File: src/rtl/gate_probe_pkg.sv
package gate_probe_pkg;

  typedef enum logic [3:0] {
    GC_NONE = 4'd0,
    GC_AND  = 4'd1,
    GC_OR   = 4'd2,
    GC_XOR  = 4'd3,
    GC_NAND = 4'd4,
    GC_NOR  = 4'd5,
    GC_XNOR = 4'd6
  } gate_code_e;

  typedef enum logic [1:0] {
    ST_IDLE = 2'd0,
    ST_RUN  = 2'd1,
    ST_FIN  = 2'd2
  } seq_st_e;

  // bit k = response for input pair k = {b,a}
  localparam logic [3:0] SIG_AND  = 4'b1000;
  localparam logic [3:0] SIG_OR   = 4'b1110;
  localparam logic [3:0] SIG_XOR  = 4'b0110;
  localparam logic [3:0] SIG_NAND = 4'b0111;
  localparam logic [3:0] SIG_NOR  = 4'b0001;
  localparam logic [3:0] SIG_XNOR = 4'b1001;

  function automatic gate_code_e classify(input logic [3:0] tt);
    gate_code_e c;
    case (tt)
      SIG_AND:  c = GC_AND;
      SIG_OR:   c = GC_OR;
      SIG_XOR:  c = GC_XOR;
      SIG_NAND: c = GC_NAND;
      SIG_NOR:  c = GC_NOR;
      SIG_XNOR: c = GC_XNOR;
      default:  c = GC_NONE;
    endcase
    return c;
  endfunction

endpackage

File: src/rtl/gp_sync.sv
module gp_sync #(
  parameter int STAGES = 2
) (
  input  logic clk_i,
  input  logic rst_ni,
  input  logic d_i,
  output logic q_o
);

  logic [STAGES-1:0] sr_q;

  always_ff @(posedge clk_i or negedge rst_ni) begin
    if (!rst_ni) sr_q <= '0;
    else         sr_q <= {sr_q[STAGES-2:0], d_i};
  end

  assign q_o = sr_q[STAGES-1];

endmodule

File: src/rtl/gp_seq.sv
module gp_seq
  import gate_probe_pkg::*;
#(
  parameter int SETTLE_CYCLES = 16
) (
  input  logic       clk_i,
  input  logic       rst_ni,
  input  logic       start_i,
  input  logic       resp_s_i,
  output logic [1:0] drv_o,
  output logic [3:0] tt_o,
  output logic       tt_vld_o,
  output logic       sweep_start_o,
  output logic       busy_o
);

  localparam int TMR_W = $clog2(SETTLE_CYCLES + 1);
  localparam logic [TMR_W-1:0] TMR_LAST = TMR_W'(SETTLE_CYCLES - 1);

  seq_st_e          st_q;
  logic [1:0]       idx_q;
  logic [TMR_W-1:0] tmr_q;
  logic [3:0]       tt_q;
  logic             start_q;
  logic             start_rise;

  assign start_rise = start_i && !start_q;

  always_ff @(posedge clk_i or negedge rst_ni) begin
    if (!rst_ni) begin
      st_q    <= ST_IDLE;
      idx_q   <= '0;
      tmr_q   <= '0;
      tt_q    <= '0;
      start_q <= 1'b0;
    end else begin
      start_q <= start_i;
      case (st_q)
        ST_IDLE: begin
          if (start_rise) begin
            st_q  <= ST_RUN;
            idx_q <= '0;
            tmr_q <= '0;
            tt_q  <= '0;
          end
        end
        ST_RUN: begin
          if (!start_i) begin
            st_q <= ST_IDLE;
          end else if (tmr_q == TMR_LAST) begin
            // sample at window end, drives changed many edges earlier
            tt_q[idx_q] <= resp_s_i;
            tmr_q       <= '0;
            if (idx_q == 2'd3) st_q <= ST_FIN;
            else               idx_q <= idx_q + 2'd1;
          end else begin
            tmr_q <= tmr_q + 1'b1;
          end
        end
        ST_FIN:  st_q <= ST_IDLE;
        default: st_q <= ST_IDLE;
      endcase
    end
  end

  assign drv_o         = (st_q == ST_RUN) ? idx_q : 2'b00;
  assign tt_o          = tt_q;
  assign tt_vld_o      = (st_q == ST_FIN);
  assign sweep_start_o = (st_q == ST_IDLE) && start_rise;
  assign busy_o        = (st_q == ST_RUN);


  drv_hold_chk: assert property (@(posedge clk_i) disable iff (!rst_ni)
    (st_q == ST_RUN && tmr_q != '0) |-> $stable(drv_o));


  drv_step_chk: assert property (@(posedge clk_i) disable iff (!rst_ni)
    (st_q == ST_RUN && $past(st_q == ST_RUN) && tmr_q == '0)
      |-> (drv_o == $past(drv_o) + 2'd1));


  abort_chk: assert property (@(posedge clk_i) disable iff (!rst_ni)
    (st_q == ST_RUN && !start_i) |=> (drv_o == 2'b00 && !tt_vld_o));


  tmr_range_chk: assert property (@(posedge clk_i) disable iff (!rst_ni)
    tmr_q <= TMR_LAST);

endmodule

File: src/rtl/gp_match.sv
module gp_match
  import gate_probe_pkg::*;
(
  input  logic       clk_i,
  input  logic       rst_ni,
  input  logic [3:0] tt_i,
  input  logic       tt_vld_i,
  input  logic       clr_i,
  output logic [3:0] code_o,
  output logic       done_o
);

  gate_code_e code_q;
  logic       done_q;

  always_ff @(posedge clk_i or negedge rst_ni) begin
    if (!rst_ni) begin
      code_q <= GC_NONE;
      done_q <= 1'b0;
    end else begin
      done_q <= tt_vld_i;
      if (clr_i)         code_q <= GC_NONE;
      else if (tt_vld_i) code_q <= classify(tt_i);
    end
  end

  assign code_o = code_q;
  assign done_o = done_q;


  done_pulse_chk: assert property (@(posedge clk_i) disable iff (!rst_ni)
    done_o |=> !done_o);


  code_hold_chk: assert property (@(posedge clk_i) disable iff (!rst_ni)
    (!tt_vld_i && !clr_i) |=> $stable(code_o));


  code_range_chk: assert property (@(posedge clk_i) disable iff (!rst_ni)
    code_o <= 4'd6);

endmodule

File: src/rtl/gate_probe.sv
module gate_probe #(
  parameter int SETTLE_CYCLES = 16,
  parameter int SYNC_STAGES   = 2
) (
  input  logic       clk_i,
  input  logic       rst_ni,
  input  logic       start_i,
  output logic       drv_a_o,
  output logic       drv_b_o,
  input  logic       resp_i,
  output logic [3:0] code_o,
  output logic       done_o
);

  logic       resp_s;
  logic [1:0] drv;
  logic [3:0] tt;
  logic       tt_vld;
  logic       sweep_start;
  logic       busy;

  gp_sync #(.STAGES(SYNC_STAGES)) u_sync (
    .clk_i  (clk_i),
    .rst_ni (rst_ni),
    .d_i    (resp_i),
    .q_o    (resp_s)
  );

  gp_seq #(.SETTLE_CYCLES(SETTLE_CYCLES)) u_seq (
    .clk_i         (clk_i),
    .rst_ni        (rst_ni),
    .start_i       (start_i),
    .resp_s_i      (resp_s),
    .drv_o         (drv),
    .tt_o          (tt),
    .tt_vld_o      (tt_vld),
    .sweep_start_o (sweep_start),
    .busy_o        (busy)
  );

  gp_match u_match (
    .clk_i    (clk_i),
    .rst_ni   (rst_ni),
    .tt_i     (tt),
    .tt_vld_i (tt_vld),
    .clr_i    (sweep_start),
    .code_o   (code_o),
    .done_o   (done_o)
  );

  assign drv_a_o = drv[0];
  assign drv_b_o = drv[1];


  idle_drv_chk: assert property (@(posedge clk_i) disable iff (!rst_ni)
    (!busy) |-> (!drv_a_o && !drv_b_o));


  start_chk: assert property (@(posedge clk_i) disable iff (!rst_ni)
    (!busy && !tt_vld && $rose(start_i)) |=> busy);


  clear_chk: assert property (@(posedge clk_i) disable iff (!rst_ni)
    sweep_start |=> (code_o == 4'd0));

endmodule

File: config.mk
export PLATFORM = sky130hd
export DESIGN_NAME = gate_probe
export DESIGN_NICKNAME = d
export VERILOG_FILES = /design/src/rtl/gate_probe_pkg.sv /design/src/rtl/gp_sync.sv /design/src/rtl/gp_seq.sv /design/src/rtl/gp_match.sv /design/src/rtl/gate_probe.sv
export SDC_FILE = /design/constraint.sdc
export NUM_CORES = 1
export LEC_CHECK = 0
export ABC_CLOCK_PERIOD_IN_PS = 2500
export CORE_ASPECT_RATIO = 1.1
export CORE_UTILIZATION = 40
export CTS_CLUSTER_SIZE = 12
export DETAILED_ROUTE_END_ITERATION = 10
export SLEW_MARGIN = 20
export SYNTH_ARGS = -nofsm -noshare
export SYNTH_HDL_FRONTEND = slang
export SYNTH_SLANG_ARGS = --single-unit
File: constraint.sdc
create_clock -name clk_i -period 2.5 [get_ports clk_i]
set_clock_uncertainty 0.15 [all_clocks]
set_input_delay 0.5 -clock clk_i [delete_from_list [all_inputs] [get_ports clk_i]]
set_output_delay 0.5 -clock clk_i [all_outputs]
set_load 0.03 [all_outputs]
Yosys cells after proc, flatten, opt, wreduce, memory -nomap -nowiden
Cells that the tools add are included.
{ "classes": {"order_cmp": 2, "shifts": 0, "n_addsub": 2, "n_bitwise": 0, "n_reduce_logical": 11, "n_eq_ne": 16, "mul": 0, "n_mux": 25, "div_mod_pow": 0} }
{ "op_table": {"columns": ["operator", "count"], "rows": [
  ["$mux 4", 5],
  ["$mux 2", 9],
  ["$pmux 3 s6", 1],
  ["$mux 5", 3],
  ["$eq 4x4->1 const B", 3],
  ["$pmux 5 s2", 1],
  ["$eq 4x3->1 const B", 2],
  ["$pmux 2 s2", 2],
  ["$pmux 4 s2", 1],
  ["$ne 3x2->1 const B", 2],
  ["$reduce_and 3->1", 2],
  ["$add 5x1->5 const B", 1],
  ["$eq 5x4->1 const B", 1],
  ["$reduce_and 5->1", 1],
  ["$bwmux 4", 1],
  ["$eq 2x2->1 const B", 2],
  ["$eq 4x1->1 const B", 1],
  ["$ne 2x1->1 const B", 2],
  ["$ne 2x2->1 const B", 2],
  ["$reduce_and 4->1", 1],
  ["$reduce_bool 2->1", 2],
  ["$logic_and 1x1->1", 3],
  ["$lt 2x3->1 const B", 1],
  ["$add 2x1->2 const B", 1],
  ["other kinds (6)", 6]
]} }
{ "totals": {"n_memories": 0, "out_inout_bits": 7, "romBits": 0, "input_bits": 4, "latchBits": 0, "word_cells": 64, "ff_bits": 21, "ram_bits": 0} }

Depth between registers and ports, before layout
{ "depth": {"word_depth": 8, "mapped_depth": 5, "ltp_nobuf": 5} }

By module
Synthesis repeated with hierarchy kept, for this count alone.
{ "hier_totals": {"hier_cells": 102, "area_unflattened_um2": 1098.6} }
{ "modules_own_cells": {"columns": ["module", "cells_each", "seq_area_each_um2", "n_inst", "area_each_um2"], "rows": [
  ["gp_seq", 79, 350.3, 1, 834.6],
  ["gp_match", 21, 100.1, 1, 214.0],
  ["gp_sync", 2, 50.0, 1, 50.0]
]} }

Least setup slack after synthesis
Ideal clock, no wire load.
{ "synth_timing": {"kind": "register to output", "startpoint": "reg u_seq.st_q[0]", "endpoint": "out drv_a_o", "path_stages_with_launch": 4, "required_ps": 1850, "slack_ps": 878, "path_buffers": 1, "t_arrival_ps": 972, "cell_sequence": "dfrtp_1 > nor2b_1 > buf_2 > and2_1"} }
{ "synth_via": {"elab_chain_cells": 2} }
{ "synth_rtl": {"columns": ["item", "line", "source"], "rows": [
  ["start, declared", "gp_seq.sv:20", "seq_st_e st_q;"],
  ["start signal, assigned", "gp_seq.sv:31", "st_q <= ST_IDLE;"],
  ["start signal, assigned", "gp_seq.sv:41", "st_q <= ST_RUN;"],
  ["start signal, assigned", "gp_seq.sv:49", "st_q <= ST_IDLE;"],
  ["$eq 2x1->1", "gp_seq.sv:66", "assign drv_o = (st_q == ST_RUN) ? idx_q : 2'b00;"],
  ["$mux 2", "gp_seq.sv:66", null],
  ["end, declared", "gate_probe.sv:8", "output logic drv_a_o,"]
]} }
No other way between the ends.

Final worst setup path
Same ends and word-level chain as after synthesis.

==> impl_metrics.csv <==
group,metric,value,unit
critical_path,cp.required,1850,ps
synth,syn_area,0.001032,mm2
placement,gp_congestion,0.7959,
clocking,cts_tree,"yes",
pwr,vdd_drop_max,0.3270,mV
layout,antenna_cells,0,
synth,syn_avg_cell_area,10.22,um2
worst_hold_path,hold_class,"flip-flop to flip-flop",
die,die_width,50.44,um
critical_path,r2r-start,"u_seq.tmr_q[0]",
critical_path,crit_type,"flip-flop to output port",
placement,numPortBuffers,9,
global_routing,antenna_found_initial,0,
synth,synth_top_area_frac,0.4848,
clocking,cts.sinks,20,
layout,fin_area,0.001181,mm2
global_routing,grt_max_degree,21,
critical_path,crit_buf_inv,1,
flow_run,maxCapViolations,0,
layout,mostFrequentLayoutCell,"dfrtp_1",
synth,ys_ff_latch,20,
critical_path,reg2reg_depth,4,
layout,multi_input_area,484.2,um2
timing,hold_viol_final,0,
critical_path,worstPathArrival,1460,ps
clocking,clk_pin_slew,100,ps
die,start_util,0.4407,
die,rows,18,
timing,slew_violations,0,
critical_path,r2r-end,"u_seq.tt_o[1]",
critical_path,r2r_setup_slack,840,ps
die,core_area,0.002342,mm2
synth,ys_seq_area_frac,0.4848,
layout,regArea,500.5,um2
drt,drc_errors,0,
global_routing,grt_pass1_vias,768,
global_routing,grt_pass1_wl,3615,um
critical_path,cpMaxStageDelayCell,"dfrtp_1",
drt,wl_per_cell,14.68,um
worst_hold_path,worstHoldStart,"u_sync.sr_q[0]",
critical_path,cp-start-kind,"flip-flop",
synth,synth_cell_types,32,
pwr,p_leak,0.5485,nW
synth,synth_warnings,0,
layout,syn2layout_area_growth,14.42,%
synth,synthCells,101,
layout,n_fill_cell,232,
worst_hold_path,worstHoldEndpoint,"u_sync.sr_q[1]",
drt,drt-initial-drc-count,21,
pwr,power_density,563.1,mW/mm2
clocking,cts_resized,0,
critical_path,path_cells,"nor2b_1, and2_1, dlymetal6s2s_1",
timing,setup_viol,0,
timing,period_share,0.8459,
placement,dp_hpwl,1486,um
critical_path,critical-path-top-delay-family,"flip-flops",
clocking,cts_root_buf,"clkbuf_4",
clocking,hold_buffers,0,
critical_path,cp_max_fo,7,
synth,yosysTopAreaCell,"dfrtp_1",
drt,dr.pass1.iters,4,
timing,max_freq,472.9,MHz
timing,rsz0062_at_grt,"no",
drt,routed_wl,2070,um
critical_path,cp_slowest_stage_delay,450,ps
timing,setup_tns,0,ps
worst_hold_path,holdPathStages,0,
placement,dpl_cell_area,0.001154,mm2
global_routing,track_usage,0.1704,
clocking,h-tree-depth,1,
drt,vias_per_cell,5.738,
drt,detail-route-antenna-nets,0,
synth,synth_nets,110,
layout,drive_above_1_share,0.06306,
synth,synth_area_leaders,"dfrtp_1 (48%), ha_1 (6.1%), o21ai_0 (4.4%)",
layout,final_cell_mix,"dfrtp_1 (20), o21ai_0 (9), nand3_1 (8), inv_1 (7), clkdlybuf4s50_1 (7)",
die,ios,11,
global_routing,grt.overflow.total,0,
clocking,cts_made_buffers,3,
layout,nNetsFinal,122,
clocking,cts_buffer_depth,2,
layout,final_core_util,0.5043,
critical_path,cp-end-kind,"output port",
drt,via_count,809,
die,die-area,0.002788,mm2
timing,period_minus_slack,2115,ps
clocking,clock_latency,300,ps
clocking,cts_setup_buffers,0,
run_status,status,"complete, no violations",
die,chipHeight,55.28,um
-- power breakdown --
group          leakage, nW  internal (W)  switching, W
Sequential           0.263      0.000353     0.0000436
Clock               0.0138     0.0000562     0.0000935
Combinational        0.271     0.0000551     0.0000636
-- cell usage after synthesis --
master / count
conb_1: 1
o21bai_1: 1
and2_1: 2
and3_1: 2
and3b_1: 1
a22o_1: 2
inv_1: 7
a21boi_0: 1
o31ai_1: 2
nand4_1: 5
and4b_1: 1
nand3_1: 8
nor2_1: 2
buf_2: 2
nand4bb_1: 1
o311ai_1: 1
nor3b_1: 1
dfrtp_1: 20
nor2b_1: 4
a41oi_1: 1
or4b_1: 2
clkbuf_1: 1
o211ai_1: 5
nand2_1: 3
buf_4: 1
ha_1: 5
o21ai_0: 9
nand4b_1: 1
or2_2: 2
a31oi_1: 4
a32o_1: 2
nand2b_1: 1
-- worst max path at each step --
| stage | slack [ps] | start | cells past startpoint | endpoint |
|---|---|---|---|---|
| 2_1_floorplan | 880 | u_seq.st_q[0] | 3 | drv_a_o |
| 3_3_place_gp | 400 | u_seq.st_q[0] | 3 | drv_a_o |
| 3_5_place_dp | 380 | u_seq.st_q[0] | 3 | drv_b_o |
| 4_1_cts | 30 | u_seq.st_q[0] | 3 | drv_b_o |
| 5_1_grt | 280 | u_seq.st_q[0] | 3 | drv_a_o |
| 6_report | 390 | u_seq.st_q[0] | 3 | drv_a_o |
-- layout make-up --
class,count,area share
Clock buffer,3,0.01907
Inverter,7,0.02225
Multi-Input combinational cell,70,0.4100
Sequential cell,20,0.4237
Tap cell,30,0.03178
Timing Repair Buffer,11,0.09322
-- metrics by stage --
stage               std cells  setup slack, ps  total power, W  hold WS [ps]
finish                    141            385.3       0.0006650         215.3
global route              141            282.4       0.0007138         229.8
CTS                       141            30.37       0.0006771         217.0
detailed placement        138            383.0       0.0005227         191.0
global placement          138            402.0       0.0005167         188.1
floorplan                 101            877.5       0.0004763         54.41
-- cells by family after synthesis --
logic type / share of synthesized area
simple gates: 0.2182
compound gates: 0.1867
flops: 0.4848
buf+inv: 0.04606
fa+ha+maj: 0.06061
other cells: 0.003633
-- layer usage --
metal  part of all wire  GRT usage  wire length [um]
met4              0.022    0.08333                45
met5                  0          0                 0
met2               0.48     0.2705               992
met3              0.024    0.02479                49
met1               0.47     0.2240               983
-- sequential cells by signal, indices dropped and copies added (netlist names) --
signal / flops
u_sync.sr_q: 2
u_seq.tmr_q: 5
u_seq.tt_o: 4
u_match.code_o: 3
u_seq.idx_q: 2
u_match.done_o: 1
u_seq.start_q: 1
u_seq.st_q: 2
Note: power is estimated with default switching activity, not from simulation.
